File: src/rtl/flat_arb_pkg.sv
package flat_arb_pkg;
  parameter int ALU_SLOTS = 4;
  parameter int GM_SLOTS  = 2;
  parameter int LM_SLOTS  = 2;
  parameter int WAVE_W    = 6;

  localparam int SLOTS      = ALU_SLOTS + GM_SLOTS + LM_SLOTS;
  localparam int GM_BASE    = ALU_SLOTS;
  localparam int LM_BASE    = ALU_SLOTS + GM_SLOTS;
  localparam int SLOT_IDX_W = (SLOTS > 1) ? $clog2(SLOTS) : 1;
  localparam int LM_IDX_W   = (LM_SLOTS > 1) ? $clog2(LM_SLOTS) : 1;
  localparam int GM_IDX_W   = (GM_SLOTS > 1) ? $clog2(GM_SLOTS) : 1;

  typedef enum logic [1:0] {
    SLOT_EMPTY = 2'd0,
    SLOT_GO    = 2'd1,
    SLOT_SKIP  = 2'd2
  } slotState_e;

  typedef struct packed {
    slotState_e [SLOTS-1:0]                  state;
    logic [SLOTS-1:0]                        reinsert;
    logic [SLOTS-1:0]                        busStall;
    logic [LM_SLOTS-1:0][GM_IDX_W-1:0]       owner;
    logic                                    conflict;
    logic                                    pairBad;
  } strobes_t;
endpackage

File: src/rtl/flat_arb_ctrl.sv
module flat_arb_ctrl
  import flat_arb_pkg::*;
(
  input  logic [SLOTS-1:0]                   selReady,
  input  logic [SLOTS-1:0]                   selFlat,
  input  logic [SLOTS-1:0]                   selScalar,
  input  logic [GM_SLOTS-1:0][LM_IDX_W-1:0]  selLocal,
  input  logic [SLOTS-1:0]                   vrfWrOk,
  input  logic [SLOTS-1:0]                   srfWrOk,
  output strobes_t                           strobes
);
  logic [SLOTS-1:0] writeOk;
  logic [SLOTS-1:0] unitUsed;
  logic [SLOT_IDX_W-1:0] lIdx;
  logic [GM_IDX_W-1:0] gOwn;

  always_comb begin
    for (int i = 0; i < SLOTS; i++) begin
      writeOk[i] = srfWrOk[i] && (selScalar[i] || vrfWrOk[i]);
    end
  end

  always_comb begin
    strobes  = '0;
    unitUsed = '0;
    lIdx     = '0;
    gOwn     = '0;
    for (int i = 0; i < SLOTS; i++) begin
      strobes.state[i] = selReady[i] ? SLOT_GO : SLOT_EMPTY;
    end

    // flat arbitration: global slots in ascending order
    for (int g = 0; g < GM_SLOTS; g++) begin
      if (selReady[GM_BASE+g] && selFlat[GM_BASE+g] &&
          (int'(selLocal[g]) < LM_SLOTS)) begin
        lIdx = SLOT_IDX_W'(LM_BASE) + SLOT_IDX_W'(selLocal[g]);
        if (strobes.state[lIdx] == SLOT_GO) begin
          strobes.reinsert[lIdx] = 1'b1;
          strobes.busStall[lIdx] = 1'b1;
        end
        strobes.state[lIdx] = SLOT_SKIP;
        strobes.owner[selLocal[g]] = GM_IDX_W'(g);
      end
    end

    // destination write-port check
    for (int i = 0; i < SLOTS; i++) begin
      if (strobes.state[i] == SLOT_GO && !writeOk[i]) begin
        strobes.reinsert[i] = 1'b1;
        strobes.state[i]    = SLOT_EMPTY;
        if (i >= GM_BASE && i < LM_BASE && selFlat[i] &&
            (int'(selLocal[i-GM_BASE]) < LM_SLOTS)) begin
          lIdx = SLOT_IDX_W'(LM_BASE) + SLOT_IDX_W'(selLocal[i-GM_BASE]);
          if (strobes.state[lIdx] == SLOT_SKIP &&
              strobes.owner[selLocal[i-GM_BASE]] == GM_IDX_W'(i - GM_BASE)) begin
            strobes.state[lIdx] = SLOT_EMPTY;
          end
        end
      end
    end

    // execution unit reservation
    for (int i = 0; i < SLOTS; i++) begin
      if (strobes.state[i] == SLOT_GO) begin
        if (unitUsed[i]) strobes.conflict = 1'b1;
        unitUsed[i] = 1'b1;
        if (i >= GM_BASE && i < LM_BASE && selFlat[i] &&
            (int'(selLocal[i-GM_BASE]) < LM_SLOTS)) begin
          lIdx = SLOT_IDX_W'(LM_BASE) + SLOT_IDX_W'(selLocal[i-GM_BASE]);
          if (unitUsed[lIdx]) strobes.conflict = 1'b1;
          unitUsed[lIdx] = 1'b1;
        end
      end
    end

    // skip pairing consistency
    for (int k = 0; k < LM_SLOTS; k++) begin
      if (strobes.state[LM_BASE+k] == SLOT_SKIP) begin
        gOwn = strobes.owner[k];
        if (!(strobes.state[GM_BASE+int'(gOwn)] == SLOT_GO &&
              selFlat[GM_BASE+int'(gOwn)] &&
              int'(selLocal[gOwn]) == k)) begin
          strobes.pairBad = 1'b1;
        end
      end
    end
    for (int g = 0; g < GM_SLOTS; g++) begin
      if (strobes.state[GM_BASE+g] == SLOT_GO && selFlat[GM_BASE+g] &&
          (int'(selLocal[g]) < LM_SLOTS)) begin
        lIdx = SLOT_IDX_W'(LM_BASE) + SLOT_IDX_W'(selLocal[g]);
        if (strobes.state[lIdx] != SLOT_SKIP ||
            strobes.owner[selLocal[g]] != GM_IDX_W'(g)) begin
          strobes.pairBad = 1'b1;
        end
      end
    end
  end
endmodule

File: src/rtl/flat_arb_dpath.sv
module flat_arb_dpath
  import flat_arb_pkg::*;
(
  input  logic                             clk,
  input  logic                             rst,
  input  strobes_t                         strobes,
  input  logic [SLOTS-1:0]                 selReady,
  input  logic [SLOTS-1:0][WAVE_W-1:0]     selWave,
  output logic [SLOTS-1:0][1:0]            stateQ,
  output logic [SLOTS-1:0][WAVE_W-1:0]     waveQ,
  output logic [SLOTS-1:0]                 reinQ,
  output logic [SLOTS-1:0][WAVE_W-1:0]     reinWaveQ,
  output logic [SLOTS-1:0]                 stallQ,
  output logic                             errQ
);
  for (genvar i = 0; i < SLOTS; i++) begin : g_slot
    logic [WAVE_W-1:0] waveNext;
    if (i >= LM_BASE) begin : g_local
      always_comb begin
        case (strobes.state[i])
          SLOT_GO:   waveNext = selWave[i];
          SLOT_SKIP: waveNext = selWave[GM_BASE + int'(strobes.owner[i-LM_BASE])];
          default:   waveNext = '0;
        endcase
      end
    end else begin : g_plain
      always_comb begin
        waveNext = (strobes.state[i] == SLOT_GO) ? selWave[i] : '0;
      end
    end

    always_ff @(posedge clk) begin
      if (rst) begin
        stateQ[i]    <= SLOT_EMPTY;
        waveQ[i]     <= '0;
        reinQ[i]     <= 1'b0;
        reinWaveQ[i] <= '0;
        stallQ[i]    <= 1'b0;
      end else begin
        stateQ[i]    <= strobes.state[i];
        waveQ[i]     <= waveNext;
        reinQ[i]     <= strobes.reinsert[i];
        reinWaveQ[i] <= strobes.reinsert[i] ? selWave[i] : '0;
        stallQ[i]    <= strobes.busStall[i];
      end
    end

    p_bounce_not_live_r4: assert property (@(posedge clk) disable iff (rst)
      stallQ[i] |-> (reinQ[i] && stateQ[i] != SLOT_GO));

    p_reinsert_had_wave_r5: assert property (@(posedge clk) disable iff (rst)
      reinQ[i] |-> $past(selReady[i]));
  end

  always_ff @(posedge clk) begin
    if (rst) errQ <= 1'b0;
    else     errQ <= errQ | strobes.conflict | strobes.pairBad;
  end

  // every skip slot mirrors a live global slot carrying the same wave
  logic [LM_SLOTS-1:0] skipMatched;
  always_comb begin
    skipMatched = '0;
    for (int k = 0; k < LM_SLOTS; k++) begin
      for (int g = 0; g < GM_SLOTS; g++) begin
        if (stateQ[GM_BASE+g] == SLOT_GO && waveQ[GM_BASE+g] == waveQ[LM_BASE+k])
          skipMatched[k] = 1'b1;
      end
    end
  end

  for (genvar k = 0; k < LM_SLOTS; k++) begin : g_skipchk
    p_skip_paired_r3: assert property (@(posedge clk) disable iff (rst)
      (!errQ && stateQ[LM_BASE+k] == SLOT_SKIP) |-> skipMatched[k]);
  end

  p_err_holds_r8: assert property (@(posedge clk) disable iff (rst)
    errQ |=> errQ);

  p_clean_after_reset_r1: assert property (@(posedge clk)
    $past(rst) |-> (stateQ == '0 && reinQ == '0 && stallQ == '0 && !errQ));
endmodule

File: src/rtl/flat_slot_arbiter.sv
module flat_slot_arbiter
  import flat_arb_pkg::*;
(
  input  logic                               clk,
  input  logic                               rst,
  input  logic [SLOTS-1:0]                   selReady,
  input  logic [SLOTS-1:0][WAVE_W-1:0]       selWave,
  input  logic [SLOTS-1:0]                   selFlat,
  input  logic [SLOTS-1:0]                   selScalar,
  input  logic [GM_SLOTS-1:0][LM_IDX_W-1:0]  selLocal,
  input  logic [SLOTS-1:0]                   vrfWrOk,
  input  logic [SLOTS-1:0]                   srfWrOk,
  output logic [SLOTS-1:0][1:0]              slotState,
  output logic [SLOTS-1:0][WAVE_W-1:0]       slotWave,
  output logic [SLOTS-1:0]                   reinsertReq,
  output logic [SLOTS-1:0][WAVE_W-1:0]       reinsertWave,
  output logic [SLOTS-1:0]                   busStall,
  output logic                               errSticky
);
  strobes_t strobes;

  flat_arb_ctrl u_ctrl (
    .selReady (selReady),
    .selFlat  (selFlat),
    .selScalar(selScalar),
    .selLocal (selLocal),
    .vrfWrOk  (vrfWrOk),
    .srfWrOk  (srfWrOk),
    .strobes  (strobes)
  );

  flat_arb_dpath u_dpath (
    .clk      (clk),
    .rst      (rst),
    .strobes  (strobes),
    .selReady (selReady),
    .selWave  (selWave),
    .stateQ   (slotState),
    .waveQ    (slotWave),
    .reinQ    (reinsertReq),
    .reinWaveQ(reinsertWave),
    .stallQ   (busStall),
    .errQ     (errSticky)
  );
endmodule

File: config.mk
export PLATFORM = sky130hd
export DESIGN_NAME = flat_slot_arbiter
export DESIGN_NICKNAME = d
export VERILOG_FILES = /design/src/rtl/flat_arb_pkg.sv /design/src/rtl/flat_arb_ctrl.sv /design/src/rtl/flat_arb_dpath.sv /design/src/rtl/flat_slot_arbiter.sv
export SDC_FILE = /design/constraint.sdc
export NUM_CORES = 1
export LEC_CHECK = 0
export ABC_AREA = 1
export BUFFER_PORTS_ARGS = -buffer_cell sky130_fd_sc_hd__buf_2
export CORE_UTILIZATION = 33
export DETAILED_ROUTE_END_ITERATION = 16
export HOLD_SLACK_MARGIN = 0.12
export SYNTH_ARGS = -nofsm -noshare
export SYNTH_HDL_FRONTEND = slang
export SYNTH_SLANG_ARGS = --single-unit
File: constraint.sdc
create_clock -name clk -period 1.7 [get_ports clk]
set_input_delay 0.17 -clock clk [delete_from_list [all_inputs] [get_ports clk]]
set_output_delay 0.17 -clock clk [all_outputs]
set_load 0.05 [all_outputs]
-- Yosys cells after proc, flatten, opt, wreduce, memory -nomap -nowiden
Cells that the tools add are included.
- $add $sub $neg: 4
- $lt $le $gt $ge: 11
- equal/unequal tests: 26
- multiplexer cells: 113
- bitwise logic cells: 34
- reduce and logical (&&, ||, !) cells: 61
- operators with widths (kind ; number):
    16-bit 2-to-1 mux ; 8
    34-bit 2-to-1 mux ; 2
    32-bit by 5-bit < comparator with 1-bit output (second input constant) ; 2
    1-bit 2-to-1 mux ; 56
    2-bit binary-select mux with 3-bit select ; 8
    2-bit by 1-bit equality test with 1-bit output (second input constant) ; 20
    6-bit binary-select mux with 3-bit select ; 2
    2-bit 2-to-1 mux ; 18
    16-bit bitwise AND ; 2
    8-bit 2-to-1 mux ; 4
    16-bit NOT ; 2
    8-bit bitwise OR ; 4
    1-bit logical AND ; 29
    2-bit OR reduction ; 14
    6-bit 2-to-1 mux ; 4
    6-bit case mux with 2 select lines ; 2
    1-bit NOT ; 17
    8-bit bitwise AND ; 2
    8-bit NOT ; 2
    1-bit binary-select mux with 3-bit select ; 4
    2-bit demux with 3-bit select ; 2
    1-bit logical OR ; 10
    3-bit by 1-bit adder with 4-bit output (first input constant) ; 2
    2-bit equality test (second input constant) ; 4
    other kinds (13) ; 29
- register bits after elaboration: 129
- input port bits: 92
- word-level logic and storage cells: 290

-- Logic depth before layout (Yosys ltp)
Gate-level depths: netlist of the first run.
- depth after elaboration: 48
- mapped depth: 7

-- Modules after synthesis
Synthesis of the first run repeated with hierarchy kept, for this count alone.
- cell total of the unflattened synthesis: 497
- area, all modules: 4251.6 um^2
- by module, submodules not included (module ; instances ; cells an instance ; area an instance (um^2) ; seq. area each (um^2)):
    flat_arb_dpath ; 1 ; 407 ; 3773.6 ; 2582.5
    flat_arb_ctrl ; 1 ; 90 ; 478.0 ; 0.0

-- Worst setup path before layout of the first run
No wires, ideal clock.
- path kind: in2reg
- start: input port vrfWrOk[4]
- end: register u_dpath.waveQ[42] (netlist name)
- library setup time: 113 ps
- data arrival time: 788 ps
- path slack: 799 ps
- stages: 6
- buffers on the path: 0
- cells stage by stage: o21ai_0 -> nor2_1 -> nand2_1 -> nand2_1 -> nand3_1 -> nand2_1
- word-level cells in the longest chain between the ends: 17
- elaborated cells between the ends (all ways): 21
- RTL lines (item ; line ; RTL):
    start: declaration ; flat_slot_arbiter.sv:11 ; input logic [SLOTS-1:0] vrfWrOk,
    1-bit logical OR * ; flat_arb_ctrl.sv:19 ; writeOk[i] = srfWrOk[i] && (selScalar[i] || vrfWrOk[i]);
    1-bit logical AND * ; flat_arb_ctrl.sv:19 ;
    1-bit zero test * ; flat_arb_ctrl.sv:48 ; if (strobes.state[i] == SLOT_GO && !writeOk[i]) begin
    1-bit logical AND * ; flat_arb_ctrl.sv:48 ;
    16-bit 2-to-1 mux * ; flat_arb_ctrl.sv:48 ;
    2-bit binary-select mux with 3-bit select ; flat_arb_ctrl.sv:54 ; if (strobes.state[lIdx] == SLOT_SKIP &&
    2-bit 2-to-1 mux (not written as such) ; flat_arb_ctrl.sv:54 ;
    2-bit equality test ; flat_arb_ctrl.sv:54 ;
    1-bit logical AND ; flat_arb_ctrl.sv:54 ;
    16-bit 2-to-1 mux ; flat_arb_ctrl.sv:54 ;
    16-bit 2-to-1 mux ; flat_arb_ctrl.sv:51 ; if (i >= GM_BASE && i < LM_BASE && selFlat[i] &&
    16-bit 2-to-1 mux * ; flat_arb_ctrl.sv:48 ;
    2-bit by 1-bit equality test with 1-bit output ; flat_arb_ctrl.sv:48 ;
    1-bit logical AND ; flat_arb_ctrl.sv:48 ;
    2-bit 2-to-1 mux * ; flat_arb_ctrl.sv:48 ;
    2-bit equality test or 2-bit by 1-bit equality test with 1-bit output (tied branches) ; flat_arb_dpath.sv:20 ; case (strobes.state[i])
    6-bit case mux with 2 select lines * ; flat_arb_dpath.sv:20 ;
    end signal: indexed assignment ; flat_arb_dpath.sv:41 ; waveQ[i] <= waveNext;
    end: declaration ; flat_arb_dpath.sv:10 ; output logic [SLOTS-1:0][WAVE_W-1:0] waveQ,
Mark *: on every way between the ends. The rest lies on a longest branch, timed or not. The select of a mux whose other input is x is not followed.
A chain may end at the register's enable or synchronous reset.

-- Worst setup path after layout of the first run
- start: input port rst
- end: register u_dpath.reinWaveQ[1] (netlist name)
- word-level cells in the longest chain between the ends: 1
- RTL lines (item ; line ; RTL):
    start: declaration ; flat_slot_arbiter.sv:5 ; input logic rst,
    2-bit OR reduction (no source line) ; - ;
    end signal: indexed assignment ; flat_arb_dpath.sv:43 ; reinWaveQ[i] <= strobes.reinsert[i] ? selWave[i] : '0;
    end: declaration ; flat_arb_dpath.sv:12 ; output logic [SLOTS-1:0][WAVE_W-1:0] reinWaveQ,
Every way passes these cells.

==> flow_metrics.py, run 1 <==
metrics = {
    "global_routing": {
        "grt_max_degree": 21,
        "grt_first_pass_wirelength_um": 16300,
        "grt_pass1_vias": 3573,
        "antenna_found_initial": 0,
        "grt_remaining_overflow": 0,
        "grt_use_total": 0.190,
    },
    "cells_and_area": {
        "drive_above_1_share": 0.337,
        "layout_common_cells": "buf_2, dfxtp_1, nor2_1, dlygate4sd3_1, inv_1",
        "final_common_cell": "buf_2",
        "num_antenna_cells": 0,
        "stdcell_count": 879,
        "syn_to_final_growth_pct": 74.8,
        "num-nets-final": 819,
        "final_core_util": 0.592,
    },
    "logic_synthesis": {
        "synth.area.top_cells": "dfxtp_1, nor2_1, inv_1, nand2_1, nand4_1",
        "avgSynthCellArea_um2": 8.78,
        "ys_types": 22,
        "yosys_register_bits": 117,
        "synthCells": 418,
        "ys.warnings.count": 0,
        "synth_top_area_share": 0.638,
        "synth_top_area_cell": "dfxtp_1",
        "synth_area_um2": 3670,
        "synth-seq-area-share": 0.638,
    },
    "clocking": {
        "numCtsBuffers": 17,
        "cts_tree": "yes",
        "root_buffer": "clkbuf_8",
        "cts_sinks": 117,
        "clock_latency_ns": 0.50,
        "clk_pin_slew_ns": 0.05,
        "clockBufferDepth": 2,
        "h-tree-depth": 4,
    },
    "route": {
        "dr.pass1.iters": 6,
        "vias": 3710,
        "ant_nets": 0,
        "routed_wl_um": 11000,
        "wl_per_cell_um": 12.5,
        "drc": 0,
        "vias_per_cell": 4.22,
        "dr.first_iter.drc_count": 109,
    },
    "critical_path": {
        "crit_path_end_kind": "flip-flop",
        "cp.arrival_ns": 2.08,
        "rr_worst_depth": 2,
        "critPathMaxFanout": 20,
        "timing_worst_setup_path_type": "in -> reg",
        "required_ns": 2.15,
        "r2r-start": "u_dpath.errQ",
        "worstSetupStartpoint": "rst",
        "crit_path_start_kind": "primary input",
        "ff2ff_setup_slack_ns": 1.10,
        "crit_path_end": "u_dpath.reinWaveQ[1]",
        "reg2reg_to": "u_dpath.errQ",
    },
    "min_path": {
        "hold_class": "in -> reg",
        "hold_depth": 4,
    },
    "placed_design": {
        "place_hpwl_um": 7660,
        "place_inst": 756,
        "portBuffers": 202,
        "gp_congestion": 0.762,
    },
    "timing": {
        "max_freq_ghz": 0.612,
        "skew_ns": 0,
        "drv_slew": 0,
        "fin_crit_sh": 0.961,
        "fin_setup_tns_ns": 0,
        "hold_viol": 0,
        "setup-violations-final": 0,
        "fin_crit_ns": 1.63,
        "hold_ws_ns": 0.136,
    },
    "floorplan": {
        "die_w_um": 107,
        "start_util": 0.339,
        "die_area_um2": 11500,
        "core_um2": 10800,
        "die_h_um": 107,
        "ios": 221,
        "num_rows": 38,
    },
    "outcome": {
        "status": "complete, no violations",
    },
    "power": {
        "p_per_area_nw_per_um2": 1190,
        "ir_worst_vdd_mv": 0.920,
        "p_leak_uw": 0.00366,
        "p_total_uw": 7650,
    },
    "flow_run": {
        "drv_cap": 0,
    },
}
flip-flops by register name, summed over array words and instances (netlist names):
name	count
u_dpath.reinWaveQ	48
u_dpath.waveQ	48
u_dpath.reinQ	8
u_dpath.stallQ	2
u_dpath.errQ	1
u_dpath.stateQ	10
power breakdown:
part | switching, µW | internal (µW) | leakage (µW)
Combinational | 660 | 323 | 0.00239
Clock | 1150 | 2670 | 0.000317
Sequential | 20.7 | 2830 | 0.000953
Total | 1830 | 5820 | 0.00366
synth_stat cells:
master,instances
inv_1,80
nand4_1,18
nor4_1,2
nand3_1,15
o21ai_1,15
conb_1,1
nand2_2,2
buf_2,3
nand3_2,2
nor3_1,1
buf_4,14
a31oi_1,1
o21ai_0,5
o211ai_2,2
dfxtp_1,117
nand2_1,40
clkbuf_1,1
a21oi_1,1
nor2_1,95
o21ai_2,1
nor2_2,1
inv_2,1
what timing repair did:
action | in CTS | in global routing
resized for setup | 0 | 10
hold endpoints to repair | 112 | 5
hold buffers | 89 | 3
setup endpoints to repair | 0 | 20
setup buffers | 0 | 0
critical path: stages:
cell           delay (ns)
dlygate4sd3_1        0.54
buf_2                0.17
inv_1                0.10
buf_6                0.21
nand3_2              0.18
nor2_1               0.15
dlygate4sd3_1        0.55
per-layer routing:
layer	GRT usage	part of all wire	wire, µm	vias to the layer above
li1	-	-	-	1866
met1	0.199	0.40	4440	1684
met2	0.339	0.51	5580	151
met3	0.0678	0.073	796	9
met4	0.0871	0.014	150	0
met5	0	0	0	-
worst min path at each step:
stage,startpoint,endpoint
final,vrfWrOk[1],u_dpath.reinWaveQ[9]
after global routing,vrfWrOk[1],u_dpath.reinWaveQ[9]
after CTS,selScalar[1],u_dpath.reinWaveQ[11]
after detailed placement,selWave[10],u_dpath.reinWaveQ[10]
after global placement,selWave[10],u_dpath.waveQ[10]
after floorplan,rst,u_dpath.stateQ[15]
metrics by stage:
stage                     cell area (µm²)  setup WS, ns
final                                6410        0.0668
after global routing                 6410      -0.00855
after CTS                            6330       0.00799
after detailed placement             4800         0.410
after global placement               4800         0.436
after floorplan                      3710         0.799
kinds of logic after synthesis:
kind of cell	count (synthesis)	synth area share
AND/OR/NAND/NOR	176	0.205
buffers and inverters	99	0.117
flip-flops	117	0.638
AO/OA/AOI/OAI	25	0.0395
other	1	0.00102
final cells by class:
type / count / area [µm²]
clock buffer: 22 / 473
tap: 140 / 175
sequential: 117 / 2340
multi-input combinational: 213 / 983
timing repair buffer: 297 / 1960
fill: 976 / 4430
clock inverter: 9 / 173
inverter: 81 / 304
Note: power is estimated with default switching activity, not from simulation.
==> inputs of run 2 (changes only) <==
- CORE_UTILIZATION: 33 -> 46
- GPL_TIMING_DRIVEN: default -> 0
- PLACE_DENSITY: default -> 0.84
==> run 2 against run 1 <==
  * The run now ends with setup timing left
  * Fmax fell by 4.3%
  * Register-to-register slack barely moved
  * Die area fell by 28%
  * Clock power fell by 8.1%
  * Critical path type unchanged
  * Largest cell class unchanged
==> flow_metrics.py, run 2 (synthesis results as in run 1) <==
metrics = {
    "critical_path": {
        "cp.arrival_ns": 2.15,
        "ff2ff_setup_slack_ns": 1.10,
        "crit_path_start_kind": "primary input",
        "reg2reg_to": "u_dpath.errQ",
        "r2r-start": "u_dpath.errQ",
        "crit_path_end_kind": "flip-flop",
        "critPathMaxFanout": 10,
        "timing_worst_setup_path_type": "in -> reg",
        "required_ns": 2.14,
        "rr_worst_depth": 2,
    },
    "route": {
        "routed_wl_um": 12000,
        "ant_nets": 0,
        "drc": 0,
        "top_layer": "met4",
        "drt-met1-wl_um": 4750,
        "vias_per_cell": 4.57,
        "wl_per_cell_um": 14.1,
        "vias": 3889,
        "dr_wl_met3_um": 668,
        "dr.first_iter.drc_count": 101,
        "dr.pass1.iters": 4,
        "dr_wl_met2_um": 6330,
    },
    "power": {
        "power.net_switching_uw": 2070,
        "p_clk_frac": 0.475,
        "p_int_uw": 5290,
        "p_sw_frac": 0.281,
        "p_per_area_nw_per_um2": 1160,
        "ir_worst_vdd_mv": 0.708,
        "p_leak_uw": 0.00368,
        "comb_power_share": 0.137,
        "p_seq_frac": 0.388,
    },
    "clocking": {
        "cts_sinks": 117,
        "numCtsBuffers": 17,
        "cts_tree": "yes",
        "clockBufferDepth": 2,
        "root_buffer": "clkbuf_8",
        "clock_latency_ns": 0.49,
        "h-tree-depth": 4,
        "clk_pin_slew_ns": 0.06,
    },
    "placed_design": {
        "portBuffers": 202,
        "gp_congestion": 0.804,
        "place_hpwl_um": 7540,
    },
    "floorplan": {
        "die_h_um": 91.3,
        "num_rows": 32,
        "die_area_um2": 8340,
        "core_um2": 7730,
        "start_util": 0.475,
        "ios": 221,
        "die_w_um": 91.3,
    },
    "global_routing": {
        "grt_max_degree": 17,
        "grt_use_total": 0.289,
        "antenna_found_initial": 0,
        "grt_first_pass_wirelength_um": 18500,
        "grt_remaining_overflow": 0,
        "grt_pass1_vias": 3935,
    },
    "timing": {
        "skew_ns": 0,
        "hold_viol": 0,
        "fin_crit_sh": 1.00,
        "max_freq_ghz": 0.586,
        "finalWorstSetupSlack_ns": -0.00635,
        "drv_slew": 0,
        "setup-violations-final": 1,
        "hold_ws_ns": 0.0999,
        "rsz0062_at_grt": "yes",
        "fin_crit_ns": 1.71,
    },
    "cells_and_area": {
        "final_core_util": 0.820,
        "num_antenna_cells": 0,
        "multi_input_area_um2": 983,
        "syn_to_final_growth_pct": 72.6,
        "reg_top3": "u_dpath.reinWaveQ: 48 flops, u_dpath.waveQ: 48 flops, u_dpath.stateQ: 10 flops",
        "drive_above_1_share": 0.356,
        "regArea_um2": 2340,
        "layout_common_cells": "buf_2, dfxtp_1, nor2_1, dlygate4sd3_1, inv_1",
        "fill_cells": 428,
        "num-nets-final": 828,
        "final_common_cell": "buf_2",
    },
    "outcome": {
        "status": "finished with violations",
        "violations": "setup timing",
    },
    "min_path": {
        "hold_depth": 4,
        "hold_class": "in -> reg",
        "whs_endpoint": "u_dpath.reinQ[2]",
        "hp-start": "selScalar[2]",
    },
    "flow_run": {
        "drv_cap": 0,
    },
}
==> run 2: changes by cell type in the layout (fill, tap and decap cells not counted), sizes merged <==
| cell | delta |
|---|---|
| inv | +7 |
| dlygate4sd3 | -7 |
| dlymetal6s4s | -1 |
| clkinv | +2 |
| bufinv | -3 |
| buf | +16 |
| clkbuf | -4 |
==> run 2: final cells by class <==
cell class | count | share of cell area
plain buffers | 18 | 0.0199
clock inverters | 15 | 0.0269
flip-flops and latches | 117 | 0.370
multi-input cells | 213 | 0.155
repair buffers | 288 | 0.295
inverters | 81 | 0.0480
well taps | 102 | 0.0201
clock buffers | 17 | 0.0654
==> run 2: worst max-delay path by stage <==
stage / end / slack (ns) / from / depth (start not counted)
3_5_place_dp: u_dpath.waveQ[42] / 0.42 / vrfWrOk[4] / 7
2_1_floorplan: u_dpath.waveQ[42] / 0.80 / vrfWrOk[4] / 6
4_1_cts: u_dpath.stallQ[7] / 0.01 / rst / 8
3_3_place_gp: u_dpath.waveQ[42] / 0.40 / vrfWrOk[4] / 7
6_report: u_dpath.stallQ[7] / -0.006 / rst / 8
5_1_grt: u_dpath.waveQ[41] / -0.07 / rst / 7
==> run 2: critical path: stages <==
cell	delay, ns
dlygate4sd3_1	0.53
buf_2	0.17
inv_1	0.09
buf_4	0.24
buf_4	0.23
nand3_1	0.09
dlygate4sd3_1	0.57
inv_1	0.05
==> run 2: power by group through the flow <==
stage               combinational [µW]  clock (µW)  sequential (µW)
finish                            1010        3500             2860
global route                      1070        3650             2860
CTS                                970        3530             2850
detailed placement                 832           0             2910
global placement                   820           0             2910
floorplan                          256           0             3230
==> run 2: per-stage QoR <==
stage / area, µm² / power (µW) / setup WS (ns) / TNS (ns) / std cells
2_1_floorplan: 3710 / 3490 / 0.799 / 0 / 429
5_1_grt: 6330 / 7580 / -0.0681 / -0.391 / 851
3_3_place_gp: 4850 / 3730 / 0.395 / 0 / 733
6_report: 6330 / 7360 / -0.00635 / -0.00635 / 851
3_5_place_dp: 4850 / 3750 / 0.418 / 0 / 733
4_1_cts: 6270 / 7360 / 0.0101 / 0 / 849
==> run 2: repair_timing <==
action                     in CTS  in global routing
hold buffers                   84                  0
setup buffers                   0                  2
hold endpoints to repair      112                  0
gates resized for setup         0                  9
setup endpoints to repair       0                 21
==> run 2: routing by layer <==
layer | vias to the layer above | track usage
li1 | 1884 | -
met1 | 1799 | 0.306
met2 | 184 | 0.548
met3 | 22 | 0.0737
met4 | 0 | 0.108
met5 | - | 0
